**src/rtl/dma_xfer_tracker.sv**
```systemverilog
module dma_xfer_tracker #(
  parameter int ID_W       = 5,
  parameter int LEN_W      = 16,
  parameter int ROW_W      = 8,
  parameter int BEAT_BYTES = 4
) (
  input  logic                 clk,
  input  logic                 rst_n,
  input  logic                 enable_i,
  input  logic                 pause_i,
  input  logic                 cyclic_i,
  input  logic                 start_wr_i,
  input  logic                 start_wdata_i,
  input  logic [LEN_W-1:0]     len_bytes_i,
  input  logic [ROW_W-1:0]     len_rows_i,
  input  logic                 mover_err_i,
  input  logic [1:0]           irq_mask_i,
  input  logic [1:0]           irq_clr_i,
  output logic                 start_pend_o,
  output logic [ID_W-1:0]      next_id_o,
  output logic [ID_W-1:0]      active_id_o,
  output logic                 busy_o,
  output logic [(1<<ID_W)-1:0] done_map_o,
  output logic [1:0]           irq_src_o,
  output logic [1:0]           irq_pend_o,
  output logic                 irq_o
);
  localparam int NID   = 1 << ID_W;
  localparam int BSH   = $clog2(BEAT_BYTES);
  localparam int BPR_W = LEN_W - BSH;

  logic             start_q, a_vld, q_vld;
  logic [ID_W-1:0]  nid_q, aid_q, qid_q;
  logic [LEN_W-1:0] a_len, q_len;
  logic [ROW_W-1:0] a_rows, q_rows, row_q;
  logic [BPR_W-1:0] beat_q;
  logic [NID-1:0]   done_q;
  logic [1:0]       src_q;

  wire a_last  = (beat_q == '0) && (row_q == '0);
  wire a_err   = a_vld & mover_err_i;
  wire a_done  = a_vld & ~mover_err_i & ~pause_i & a_last;
  wire restart = a_done & cyclic_i;
  wire free    = ~a_vld | a_err | (a_done & ~cyclic_i);
  wire accept  = enable_i & start_q & ~q_vld;
  wire to_act  = accept & free;
  wire promote = q_vld & free;

  always_ff @(posedge clk) begin
    if (!rst_n) begin
      start_q <= 1'b0;
      a_vld   <= 1'b0;
      q_vld   <= 1'b0;
      nid_q   <= '0;
      aid_q   <= '0;
      qid_q   <= '0;
      a_len   <= '0;
      a_rows  <= '0;
      q_len   <= '0;
      q_rows  <= '0;
      beat_q  <= '0;
      row_q   <= '0;
      done_q  <= '0;
    end else if (!enable_i) begin
      start_q <= 1'b0;
      a_vld   <= 1'b0;
      q_vld   <= 1'b0;
    end else begin
      start_q <= (start_wr_i & start_wdata_i) | (start_q & ~accept);
      if (a_done) done_q[aid_q] <= 1'b1;
      if (accept) begin
        done_q[nid_q] <= 1'b0;
        nid_q         <= nid_q + 1'b1;
      end
      if (to_act) begin
        a_vld  <= 1'b1;
        aid_q  <= nid_q;
        a_len  <= len_bytes_i;
        a_rows <= len_rows_i;
        beat_q <= len_bytes_i[LEN_W-1:BSH];
        row_q  <= len_rows_i;
      end else if (promote) begin
        a_vld  <= 1'b1;
        aid_q  <= qid_q;
        a_len  <= q_len;
        a_rows <= q_rows;
        beat_q <= q_len[LEN_W-1:BSH];
        row_q  <= q_rows;
        q_vld  <= 1'b0;
      end else if (restart) begin
        beat_q <= a_len[LEN_W-1:BSH];
        row_q  <= a_rows;
      end else if (free) begin
        a_vld <= 1'b0;
      end else if (a_vld && !pause_i) begin
        if (beat_q == '0) begin
          beat_q <= a_len[LEN_W-1:BSH];
          row_q  <= row_q - 1'b1;
        end else begin
          beat_q <= beat_q - 1'b1;
        end
      end
      if (accept && !free) begin
        q_vld  <= 1'b1;
        qid_q  <= nid_q;
        q_len  <= len_bytes_i;
        q_rows <= len_rows_i;
      end
    end
  end

  wire [1:0] src_set = enable_i ? {a_err | (a_done & ~cyclic_i), to_act} : 2'b00;

  always_ff @(posedge clk) begin
    if (!rst_n) src_q <= '0;
    else        src_q <= (src_q & ~irq_clr_i) | src_set;
  end

  assign start_pend_o = start_q;
  assign next_id_o    = nid_q;
  assign busy_o       = a_vld;
  assign active_id_o  = a_vld ? aid_q : nid_q;
  assign done_map_o   = done_q;
  assign irq_src_o    = src_q;
  assign irq_pend_o   = src_q & ~irq_mask_i;
  assign irq_o        = |irq_pend_o;
endmodule

```
**config.mk**
```make
export PLATFORM = sky130hd
export DESIGN_NAME = dma_xfer_tracker
export DESIGN_NICKNAME = d
export VERILOG_FILES = /design/src/rtl/dma_xfer_tracker.sv
export SDC_FILE = /design/constraint.sdc
export NUM_CORES = 1
export LEC_CHECK = 0
export BUFFER_PORTS_ARGS = -buffer_cell sky130_fd_sc_hd__buf_2
export CAP_MARGIN = 20
export CORE_UTILIZATION = 32
export CTS_CLUSTER_DIAMETER = 80
export DETAILED_ROUTE_END_ITERATION = 8
export GPL_TIMING_DRIVEN = 0
export SLEW_MARGIN = 15
export SYNTH_ARGS = -nofsm -noshare
export SYNTH_HDL_FRONTEND = slang
export SYNTH_SLANG_ARGS = --single-unit
```
**constraint.sdc**
```tcl
create_clock -name clk -period 3.2 [get_ports clk]
set_input_delay 0.48 -clock clk [delete_from_list [all_inputs] [get_ports clk]]
set_output_delay 0.48 -clock clk [all_outputs]
set_load 0.01 [all_outputs]
```
# Word-level counts from Yosys, hierarchy flattened
# Index checks and enable logic that the tools add are counted.
word_totals:
  register_bits: 122
  in_bits: 36
  output_inout_bits: 49
  word_cells: 112
classes:
  add_sub_neg: 3
  order_cmp: 4
  eq_ne: 3
  n_mux: 35
  bitwise_logic: 30
  reduce_logical: 23
ops:
  columns: ["operator", "n"]
  rows:
  - ["$mux W32", 4]
  - ["$mux W14", 6]
  - ["$mux W8", 8]
  - ["$and A32 B32 Y32", 1]
  - ["$mux W16", 2]
  - ["$not A32 Y32", 1]
  - ["$or A32 B32 Y32", 1]
  - ["$mux W5", 3]
  - ["$logic_not A14 Y1", 1]
  - ["$sub A14 B1 Y14 const B", 1]
  - ["$and A1 B1 Y1", 12]
  - ["$lt A5 B6 Y1 const B", 2]
  - ["$reduce_and A2 Y1", 6]
  - ["$demux W1 S5", 2]
  - ["$ge A5 B1 Y1 const B", 2]
  - ["$mux W1", 9]
  - ["$logic_not A8 Y1", 1]
  - ["$reduce_bool A4 Y1", 2]
  - ["$sub A8 B1 Y8 const B", 1]
  - ["$not A1 Y1", 6]
  - ["$add A5 B1 Y5 const B", 1]
  - ["$logic_and A1 B1 Y1", 5]
  - ["$and A2 B2 Y2", 2]
  - ["$ne A4 B2 Y1 const B", 1]
  - ["other kinds (12)", 18]

# Depth between registers and ports, before layout
# Gate-level depths: netlist of the first run.
depth:
  ltp_word: 10
  depth_mapped: 10
  ltp_nobuf: 8

# Worst setup path before layout of the first run
# Ideal clock, no wire load.
synth_path:
  kind: "reg2reg"
  start: "reg row_q[0]"
  end: "reg row_q[4]"
  setup_ns: 0.126
  t_arrival_ns: 1.986
  required_time_ns: 3.074
  path_slack_ns: 1.088
  stages_incl_launch_ff: 10
  path_buffers: 1
  synth_period_minus_slack_ns: 2.112
  path_cell_list: "dfxtp_1 -> inv_1 -> ha_1 -> nor4b_1 -> nand3_1 -> o31ai_1 -> a211oi_4 -> buf_6 -> o21ai_1 -> a31oi_1"
synth_between:
  elab_chain_len: 8
  word_cells_on_any_way: 19
  classes_between: "1 x add/sub; 1 x eq/ne; 6 x mux; 6 x bitwise; 5 x reduce/logical"
synth_lines:
  columns: ["item", "line", "text"]
  rows:
  - ["start: declaration", "35", "logic [ROW_W-1:0] a_rows, q_rows, row_q;"]
  - ["start signal: assignment", "81", "row_q <= len_rows_i;"]
  - ["start signal: assignment", "88", "row_q <= q_rows;"]
  - ["start signal: assignment", "92", "row_q <= a_rows;"]
  - ["branches (longest 8 deep; another with $sub A8 B1 Y8)", null, null]
# Several ways; the timed one is not identified. The select of a mux whose other input is x is not followed.
# A chain may end at the register's enable or synchronous reset.

# Final worst setup path of the first run
layout_path:
  start: "reg row_q[0]"
  end: "reg beat_q[7]"
layout_between:
  elab_chain_len: 8
  word_cells_on_any_way: 14
  classes_between: "1 x eq/ne; 3 x mux; 6 x bitwise; 4 x reduce/logical"
layout_lines:
  columns: ["item", "line", "text"]
  rows:
  - ["$logic_not A8 Y1 (*)", "40", "wire a_last = (beat_q == '0) && (row_q == '0);"]
  - ["$logic_and A1 B1 Y1 (*)", "40", null]
  - ["$and A1 B1 Y1 (*)", "42", "wire a_done = a_vld & ~mover_err_i & ~pause_i & a_last;"]
  - ["$and A1 B1 Y1", "44", "wire free = ~a_vld | a_err | (a_done & ~cyclic_i);"]
  - ["$or A1 B1 Y1", "44", null]
  - ["$and A1 B1 Y1 (on tied branches)", "46, 47", null]
  - ["$ne A4 B2 Y1 (no source line), or another cell as far along", null, null]
  - ["$reduce_and A3 Y1 (no source line) / $mux W14 (equally long branches)", null, null]
  - ["end signal: assignment", "80", "beat_q <= len_bytes_i[LEN_W-1:BSH];"]
  - ["end signal: assignment", "87", "beat_q <= q_len[LEN_W-1:BSH];"]
  - ["end signal: assignment", "91", "beat_q <= a_len[LEN_W-1:BSH];"]
  - ["end: declaration", "36", "logic [BPR_W-1:0] beat_q;"]
# Every way passes the cells marked *; elsewhere a longest branch is shown, timed or not.

==> results.yml, run 1 <==
detailed_routing:
  drtPass1Iterations: 9
  finalWirelength_mm: 19.6
  vias: 5905
  drt_iter0_markers: 502
  ant_nets: 0
  drc: 0
  vias_per_cell: 5.45
  wire_per_inst_um: 18.1
timing:
  finalSetupViolCount: 0
  worst_slew_pin_slew_ns: 0.709
  fin_crit_sh: 0.875
  clock.fmax_mhz: 357
  period_needed_ns: 2.80
  fin_skew_ns: 0.0154
  maxSlewHeadroom: 0.526
  drv_slew: 0
  rsz0062_at_grt: "no"
  totalNegativeSetupSlack_ns: 0
  report.final.hold_viol_count: 0
synthesis:
  synth_edf_count: 0
  synth_top_cell_area_share: 0.394
  synth_cell_types: 62
  synth_top_family_by_area: "compound AO/OA/AOI/OAI gates"
  synthAdderAreaFrac: 0.0167
  synthCells: 743
  ys_warn_count: 0
  synth_top_area_cell: "dfxtp_1"
  async_reset_ff_frac: 0
  yosys.area_share.simple: 0.206
  synth_most_common_cell: "nand2_1"
  yosysSeqAreaShare: 0.394
  yosys_most_used_dff: "dfxtp_1"
  ys_top_cells_by_count: "nand2_1 (127), dfxtp_1 (118), o21ai_0 (73), nor2_1 (61), a21oi_1 (56)"
  ys_ff_latch: 118
  syn-num-nets: 787
  synth-xor-area-share: 0.0248
  syn_area_um2: 6000
  synth_compound_area_frac: 0.275
  synth_area_per_cell_um2: 8.07
  muxShareOfSynthArea: 0.0359
  netlist_top_cells_area: "dfxtp_1 (39%), nand2_1 (7.9%), o21ai_0 (6.1%)"
floorplan:
  core_um2: 18100
  boundaryPins: 85
  die_h_um: 139
  std_cell_rows: 49
  die_w_um: 139
  dieArea_um2: 19300
  start_util: 0.331
placement:
  port_buffers: 80
  gp_congestion: 0.884
  dp_hpwl_mm: 14.0
global_routing:
  track_usage: 0.208
  grt_first_pass_wirelength_mm: 30.9
  grt_remaining_overflow: 0
  antenna_found_initial: 0
  grt_max_degree: 17
  grt_pass1_vias: 5593
worst_setup_path:
  cp_slowest_cell: "nor4b_1"
  cp.arrival_ns: 3.11
  startpoint_type: "register"
  crit_required_ns: 3.51
  worstSetupEndpointType: "register"
  cp_slowest_stage_delay_ns: 0.51
  critPathKind: "register to register"
  path_cells: "inv_1, ha_1, nor4b_1, nand3b_1, o21ai_2, buf_2, nand2_2, a22oi_1, a21oi_1"
  worst-path-max-fanout: 10
clock_tree:
  cts_tree: "yes"
  ctsHoldBuffers: 0
  cts_made_buffers: 17
  path_clk_slew_ns: 0.06
  htree_num_levels: 4
  clk_latency_ns: 0.43
  root_buffer: "clkbuf_16"
  cts_buffer_depth: 2
  clock-sinks: 118
  cts_setup_buffers: 0
  ctsResizeCount: 0
power_and_ir_drop:
  ir_drop_mv: 0.412
  power_density_nw_per_um2: 504
  power_w: 0.00366
  leakagePower_nw: 2.79
job:
  max_cap_violations: 0
final_layout:
  num_antenna_cells: 0
  drive_above_1_share: 0.195
  syn_to_final_growth_pct: 20.9
  final_net_count: 886
min_path:
  min_path_type: "input port to register"
run_status:
  status: "finished clean"
metal layers:
layer / track usage / up-vias / part of all wire
li1: - / 2872 / -
met1: 0.275 / 2809 / 0.47
met2: 0.329 / 190 / 0.46
met3: 0.0445 / 34 / 0.050
met4: 0.0819 / 0 / 0.020
met5: 0 / - / 0
sequential cells by signal, summed over array words and instances, names as in the netlist, 2 cells and up:
| register | flops |
|---|---|
| beat_q | 14 |
| q_rows | 8 |
| q_len | 14 |
| irq_src_o | 2 |
| done_map_o | 32 |
| aid_q | 5 |
| row_q | 8 |
| a_len | 14 |
| next_id_o | 5 |
| qid_q | 5 |
| a_rows | 8 |
per-stage QoR:
| step | util | setup WS (ns) | hold WS (ns) | cell area, um^2 | instances |
|---|---|---|---|---|---|
| after CTS | 0.400 | 0.416 | 0.281 | 7250 | 1084 |
| after floorplan | - | 1.09 | 0.443 | 6000 | 743 |
| final | 0.400 | 0.401 | 0.284 | 7250 | 1084 |
| after global routing | 0.400 | 0.150 | 0.304 | 7250 | 1084 |
| after detailed placement | 0.368 | 0.305 | 0.457 | 6690 | 1052 |
| after global placement | 0.368 | 0.368 | 0.451 | 6690 | 1052 |
layout by cell type, fill, tap and decap left out, types with 16 or more instances in the layout:
| cell type | Yosys | final |
|---|---|---|
| a21oi_1 | 56 | 56 |
| o21ai_0 | 73 | 73 |
| nand2_1 | 127 | 127 |
| nor2_1 | 61 | 61 |
| clkbuf_1 | 33 | 33 |
| a21boi_1 | 20 | 20 |
| clkbuf_16 | 0 | 17 |
| a31oi_1 | 24 | 24 |
| o221a_2 | 16 | 16 |
| mux2i_1 | 17 | 17 |
| dfxtp_1 | 118 | 118 |
| buf_2 | 10 | 90 |
kinds of logic (layout without fill, tap and decap cells):
group,after synthesis,count (layout)
multiplexers,21,21
buffers and inverters,61,173
AND/OR/NAND/NOR,262,262
flip-flops,118,118
adder cells (fa/ha/maj),8,8
AO/OA/AOI/OAI,256,256
XOR/XNOR,17,17
final cells by class:
type | instances | area [um^2]
Inverter | 9 | 33.8
Multi-Input combinational cell | 564 | 3350
Timing Repair Buffer | 80 | 400
Tap cell | 229 | 287
Buffer | 52 | 253
Sequential cell | 118 | 2360
Clock buffer | 17 | 425
Clock inverter | 15 | 143
Fill cell | 1890 | 10900
worst max-delay path, delay by kind of cell (launching register included):
kind                       cells  cell delay, ns
AOI/OAI and AO/OA              3            0.72
adders and majority gates      1            0.16
buffers and inverters          2            0.47
and+or+nand+nor                3            0.96
DFF                            1            0.35
where the power goes:
| part | total (W) | internal (W) | switching [W] |
|---|---|---|---|
| registers | 0.00149 | 0.00148 | 0.0000121 |
| clock network | 0.00186 | 0.00108 | 0.000781 |
| logic | 0.000302 | 0.000113 | 0.000189 |
| total | 0.00366 | 0.00268 | 0.000982 |
worst paths after layout:
path / to / slack (ns) / cells past startpoint / startpoint
max: beat_q[7] / 0.40 / 9 / row_q[0]
min: start_pend_o / 0.28 / 3 / start_wdata_i
max reg2reg: beat_q[7] / 0.40 / 9 / row_q[0]
min reg2reg: qid_q[3] / 0.46 / 2 / qid_q[3]
Power figures use the tool's default switching activity.
==> inputs of run 2 (changes only) <==
==> constraint.sdc (replaced) <==
create_clock -name clk -period 3.2 [get_ports clk]
set_input_delay 0.16 -clock clk [delete_from_list [all_inputs] [get_ports clk]]
set_output_delay 0.16 -clock clk [all_outputs]
set_load 0.01 [all_outputs]
==> results.yml, run 2 (synthesis results as in run 1) <==
power_and_ir_drop:
  leakagePower_nw: 2.86
  ir_drop_mv: 0.416
  power_density_nw_per_um2: 496
  power_w: 0.00367
timing:
  period_needed_ns: 2.81
  finalSetupViolCount: 0
  report.final.hold_viol_count: 0
  maxSlewHeadroom: 0.521
  clock.fmax_mhz: 356
  fin_skew_ns: 0.0107
  timing.hold.ws_ns: 0.00955
  totalNegativeSetupSlack_ns: 0
  drv_slew: 0
  finalWorstSetupSlack_ns: 0.391
  fin_crit_sh: 0.878
  rsz0062_at_grt: "no"
  worst_slew_pin_slew_ns: 0.716
final_layout:
  layout_common_cells: "nand2_1 (127), dfxtp_1 (118), buf_2 (90)"
  num_antenna_cells: 0
  syn_to_final_growth_pct: 23.6
  nFillCells: 1882
  final_net_count: 902
  multi_input_area_um2: 3350
  largest_register_ffs: 32
  ff_latch_area_um2: 2360
  drive_above_1_share: 0.192
  mostFrequentLayoutCell: "nand2_1"
clock_tree:
  cts_made_buffers: 17
  cts_buffer_depth: 2
  htree_num_levels: 4
  cts_setup_buffers: 0
  clock-sinks: 118
  cts_tree: "yes"
  path_clk_slew_ns: 0.06
  root_buffer: "clkbuf_16"
  clk_latency_ns: 0.43
worst_setup_path:
  reg2reg_slack_ns: 0.39
  crit_required_ns: 3.51
  critPathKind: "register to register"
  reg2reg_depth: 9
  cp_slowest_stage_delay_ns: 0.52
  startpoint: "row_q[0]"
  endpoint: "beat_q[7]"
  cp.arrival_ns: 3.12
  reg2reg_to: "beat_q[7]"
  startpoint_type: "register"
  worstSetupEndpointType: "register"
  cp_slowest_cell: "nor4b_1"
  path_cells: "inv_1, ha_1, nor4b_1, nand3b_1, o21ai_2, buf_2, nand2_2, a22oi_1, a21oi_1"
  worst-path-max-fanout: 10
  r2r_start: "row_q[0]"
floorplan:
  dieArea_um2: 19300
  die_h_um: 139
  die_w_um: 139
  boundaryPins: 85
  core_um2: 18100
  start_util: 0.331
  std_cell_rows: 49
global_routing:
  antenna_found_initial: 0
  track_usage: 0.208
  grt_first_pass_wirelength_mm: 31.0
  grt_pass1_vias: 5633
  grt_remaining_overflow: 0
  grt_max_degree: 17
detailed_routing:
  drtPass1Iterations: 7
  drt_iter0_markers: 423
  vias_per_cell: 5.43
  drc: 0
  ant_nets: 0
  wire_per_inst_um: 17.8
  finalWirelength_mm: 19.6
  vias: 5969
placement:
  gp_congestion: 0.884
  dp_hpwl_mm: 14.0
  port_buffers: 80
  dp_slack_ns: 0.437
min_path:
  min_path_type: "input port to register"
  min-delay-start: "len_rows_i[5]"
run_status:
  status: "finished clean"
job:
  max_cap_violations: 0
[run 2: cell count changes in the layout (fill, tap and decap cells not counted)]
cell / before / now
dlygate4sd3_1: 0 / 16
[run 2: timing repair]
item / 4_1_cts / 5_1_grt
endpoints found under the hold margin: 15 / 0
hold buffers: 16 / 0
gates resized for setup: 0 / 0
[run 2: worst min-delay path by stage]
stage                         endpoint  slack (ns)  depth (start not counted)
after global routing         q_len[13]        0.02                          3
after floorplan              q_rows[0]        0.29                          2
after CTS                    q_rows[5]      0.0003                          3
after global placement    start_pend_o        0.40                          3
after detailed placement  start_pend_o        0.41                          3
final                        q_rows[5]        0.01                          3
[run 2: worst max-delay path, delay by kind of cell (launching register included)]
kind | cells | cell delay (ns)
buf+inv | 2 | 0.47
fa+ha+maj | 1 | 0.16
compound gates | 3 | 0.73
flops | 1 | 0.35
simple gates | 3 | 0.97
[run 2: cell type report]
| type | instances | share of cell area |
|---|---|---|
| Sequential cell | 118 | 0.319 |
| Timing Repair Buffer | 96 | 0.0756 |
| Tap cell | 229 | 0.0386 |
| Multi-Input combinational cell | 564 | 0.452 |
| Clock buffer | 17 | 0.0574 |
| Clock inverter | 15 | 0.0192 |
| Buffer | 52 | 0.0341 |
| Inverter | 9 | 0.00456 |
[run 2: per-layer routing]
layer,GRT usage,routed length (um)
met1,0.275,9190
met2,0.331,8950
met4,0.0819,449
met5,0,0
met3,0.0445,1010
[run 2: report_power, final]
group | leakage, nW | switching, W | internal, W
Combinational | 1.63 | 0.000191 | 0.000125
Sequential | 0.951 | 0.0000122 | 0.00148
Clock | 0.276 | 0.000783 | 0.00108
Total | 2.86 | 0.000986 | 0.00269
[run 2: metrics by stage]
step           utilization  area [um^2]  instances
2_1_floorplan            -         6000        743
3_3_place_gp         0.368         6690       1052
3_5_place_dp         0.368         6690       1052
4_1_cts              0.409         7410       1100
5_1_grt              0.409         7410       1100
6_report             0.409         7410       1100
==> inputs of run 3 (changes only) <==
Settings changed: GPL_TIMING_DRIVEN 0 to default, HOLD_SLACK_MARGIN from default to 0.08.
==> results.yml, run 3 (synthesis results as in run 1) <==
timing:
  finalWorstSetupSlack_ns: 0.464
  fin_crit_sh: 0.855
  clock.fmax_mhz: 365
  period_needed_ns: 2.74
  worst_slew_pin_slew_ns: 0.709
  totalNegativeSetupSlack_ns: 0
  maxSlewHeadroom: 0.527
  rsz0062_at_grt: "no"
  fin_skew_ns: 0.00876
  drv_slew: 0
  finalSetupViolCount: 0
  report.final.hold_viol_count: 0
floorplan:
  std_cell_rows: 49
  die_w_um: 139
  core_um2: 18100
  dieArea_um2: 19300
  start_util: 0.331
  die_h_um: 139
  boundaryPins: 85
placement:
  gp_congestion: 0.871
  dpl_cell_area_um2: 6570
  dp_hpwl_mm: 11.6
  dp_slack_ns: 0.512
  dp_cells: 1016
  port_buffers: 82
detailed_routing:
  ant_nets: 0
  finalWirelength_mm: 17.4
  vias: 5722
  drt_iter0_markers: 326
  drc: 0
  drtPass1Iterations: 7
  wire_per_inst_um: 16.2
  vias_per_cell: 5.33
worst_setup_path:
  startpoint_type: "register"
  worst-path-max-fanout: 26
  r2r_start: "row_q[0]"
  critPathKind: "register to register"
  cp.arrival_ns: 3.03
  startpoint: "row_q[0]"
  crit_required_ns: 3.49
  worstSetupEndpointType: "register"
final_layout:
  mostFrequentLayoutCell: "nand2_1"
  syn_to_final_growth_pct: 23.3
  num_antenna_cells: 0
  drive_above_1_share: 0.199
  fin_area_um2: 7400
  final_net_count: 876
  layout_common_cells: "nand2_1 (127), dfxtp_1 (118), buf_2 (82)"
  layoutNonFillerInstCount: 1074
  largest_register_ffs: 32
global_routing:
  grt_max_degree: 75
  grt_pass1_vias: 5321
  grt_first_pass_wirelength_mm: 28.6
  track_usage: 0.186
  grt_remaining_overflow: 0
  antenna_found_initial: 0
clock_tree:
  ctsResizeCount: 0
  cts_tree: "yes"
  clk_latency_ns: 0.42
  clock-sinks: 118
  root_buffer: "clkbuf_16"
  path_clk_slew_ns: 0.06
  htree_num_levels: 4
  cts_buffer_depth: 2
  cts_made_buffers: 17
min_path:
  min-delay-start: "enable_i"
  min_path_type: "input port to register"
power_and_ir_drop:
  power_density_nw_per_um2: 494
  ir_drop_mv: 0.357
  leakagePower_nw: 2.84
job:
  max_cap_violations: 0
run_status:
  status: "finished clean"
run 3: changes by cell type in the layout (fill, tap and decap cells not counted), moves of 4 or more:
cell,previous run,this run
buf_4,4,13
clkbuf_1,33,0
buf_6,4,0
buf_2,90,82
dlygate4sd3_1,16,26
run 3: repair_timing:
item                                   4_1_cts  5_1_grt
setup buffers                                0        0
endpoints found under the hold margin       50        0
hold buffers                                26        0
run 3: worst paths after layout:
kind | cells past startpoint | slack (ns) | end
hold reg to reg | 2 | 0.46 | qid_q[2]
setup / recovery | 8 | 0.46 | a_rows[7]
hold / removal | 3 | 0.21 | start_pend_o
setup reg to reg | 8 | 0.46 | a_rows[7]
run 3: critical path, cell delays in order, from the launching register on:
cell and delay (ns):
dfxtp_1 0.34, inv_1 0.12, ha_1 0.15, nor4b_1 0.53
nand3b_1 0.20, o21a_2 0.36, nor2_8 0.48, mux2i_1 0.29
a21oi_1 0.10
run 3: layer usage:
metal / up-vias / wire [um] / track usage
met1: 2684 / 8460 / 0.253
met2: 162 / 7970 / 0.298
met4: 0 / 199 / 0.0532
met3: 19 / 755 / 0.0380
met5: - / 0 / 0
li1: 2857 / - / -
run 3: area by class of cell:
type	count	area (um^2)
Clock buffer	17	425
Multi-Input combinational cell	564	3360
Tap cell	229	287
Fill cell	1872	10700
Clock inverter	15	146
Inverter	9	33.8
Sequential cell	118	2360
Timing Repair Buffer	122	788
run 3: stage by stage:
step,hold slack [ns],power (W),util
after global placement,0.399,0.00181,0.362
after detailed placement,0.408,0.00181,0.362
final,0.205,0.00365,0.408
after global routing,0.206,0.00379,0.408
after floorplan,0.295,0.00172,-
after CTS,0.187,0.00368,0.408
run 3: report_power, final:
group / total, W / switching (W) / leakage (nW) / internal, W
combinational: 0.000307 / 0.000171 / 1.62 / 0.000136
clock: 0.00185 / 0.000768 / 0.269 / 0.00108
sequential: 0.00150 / 0.0000146 / 0.951 / 0.00148
total: 0.00365 / 0.000954 / 2.84 / 0.00270
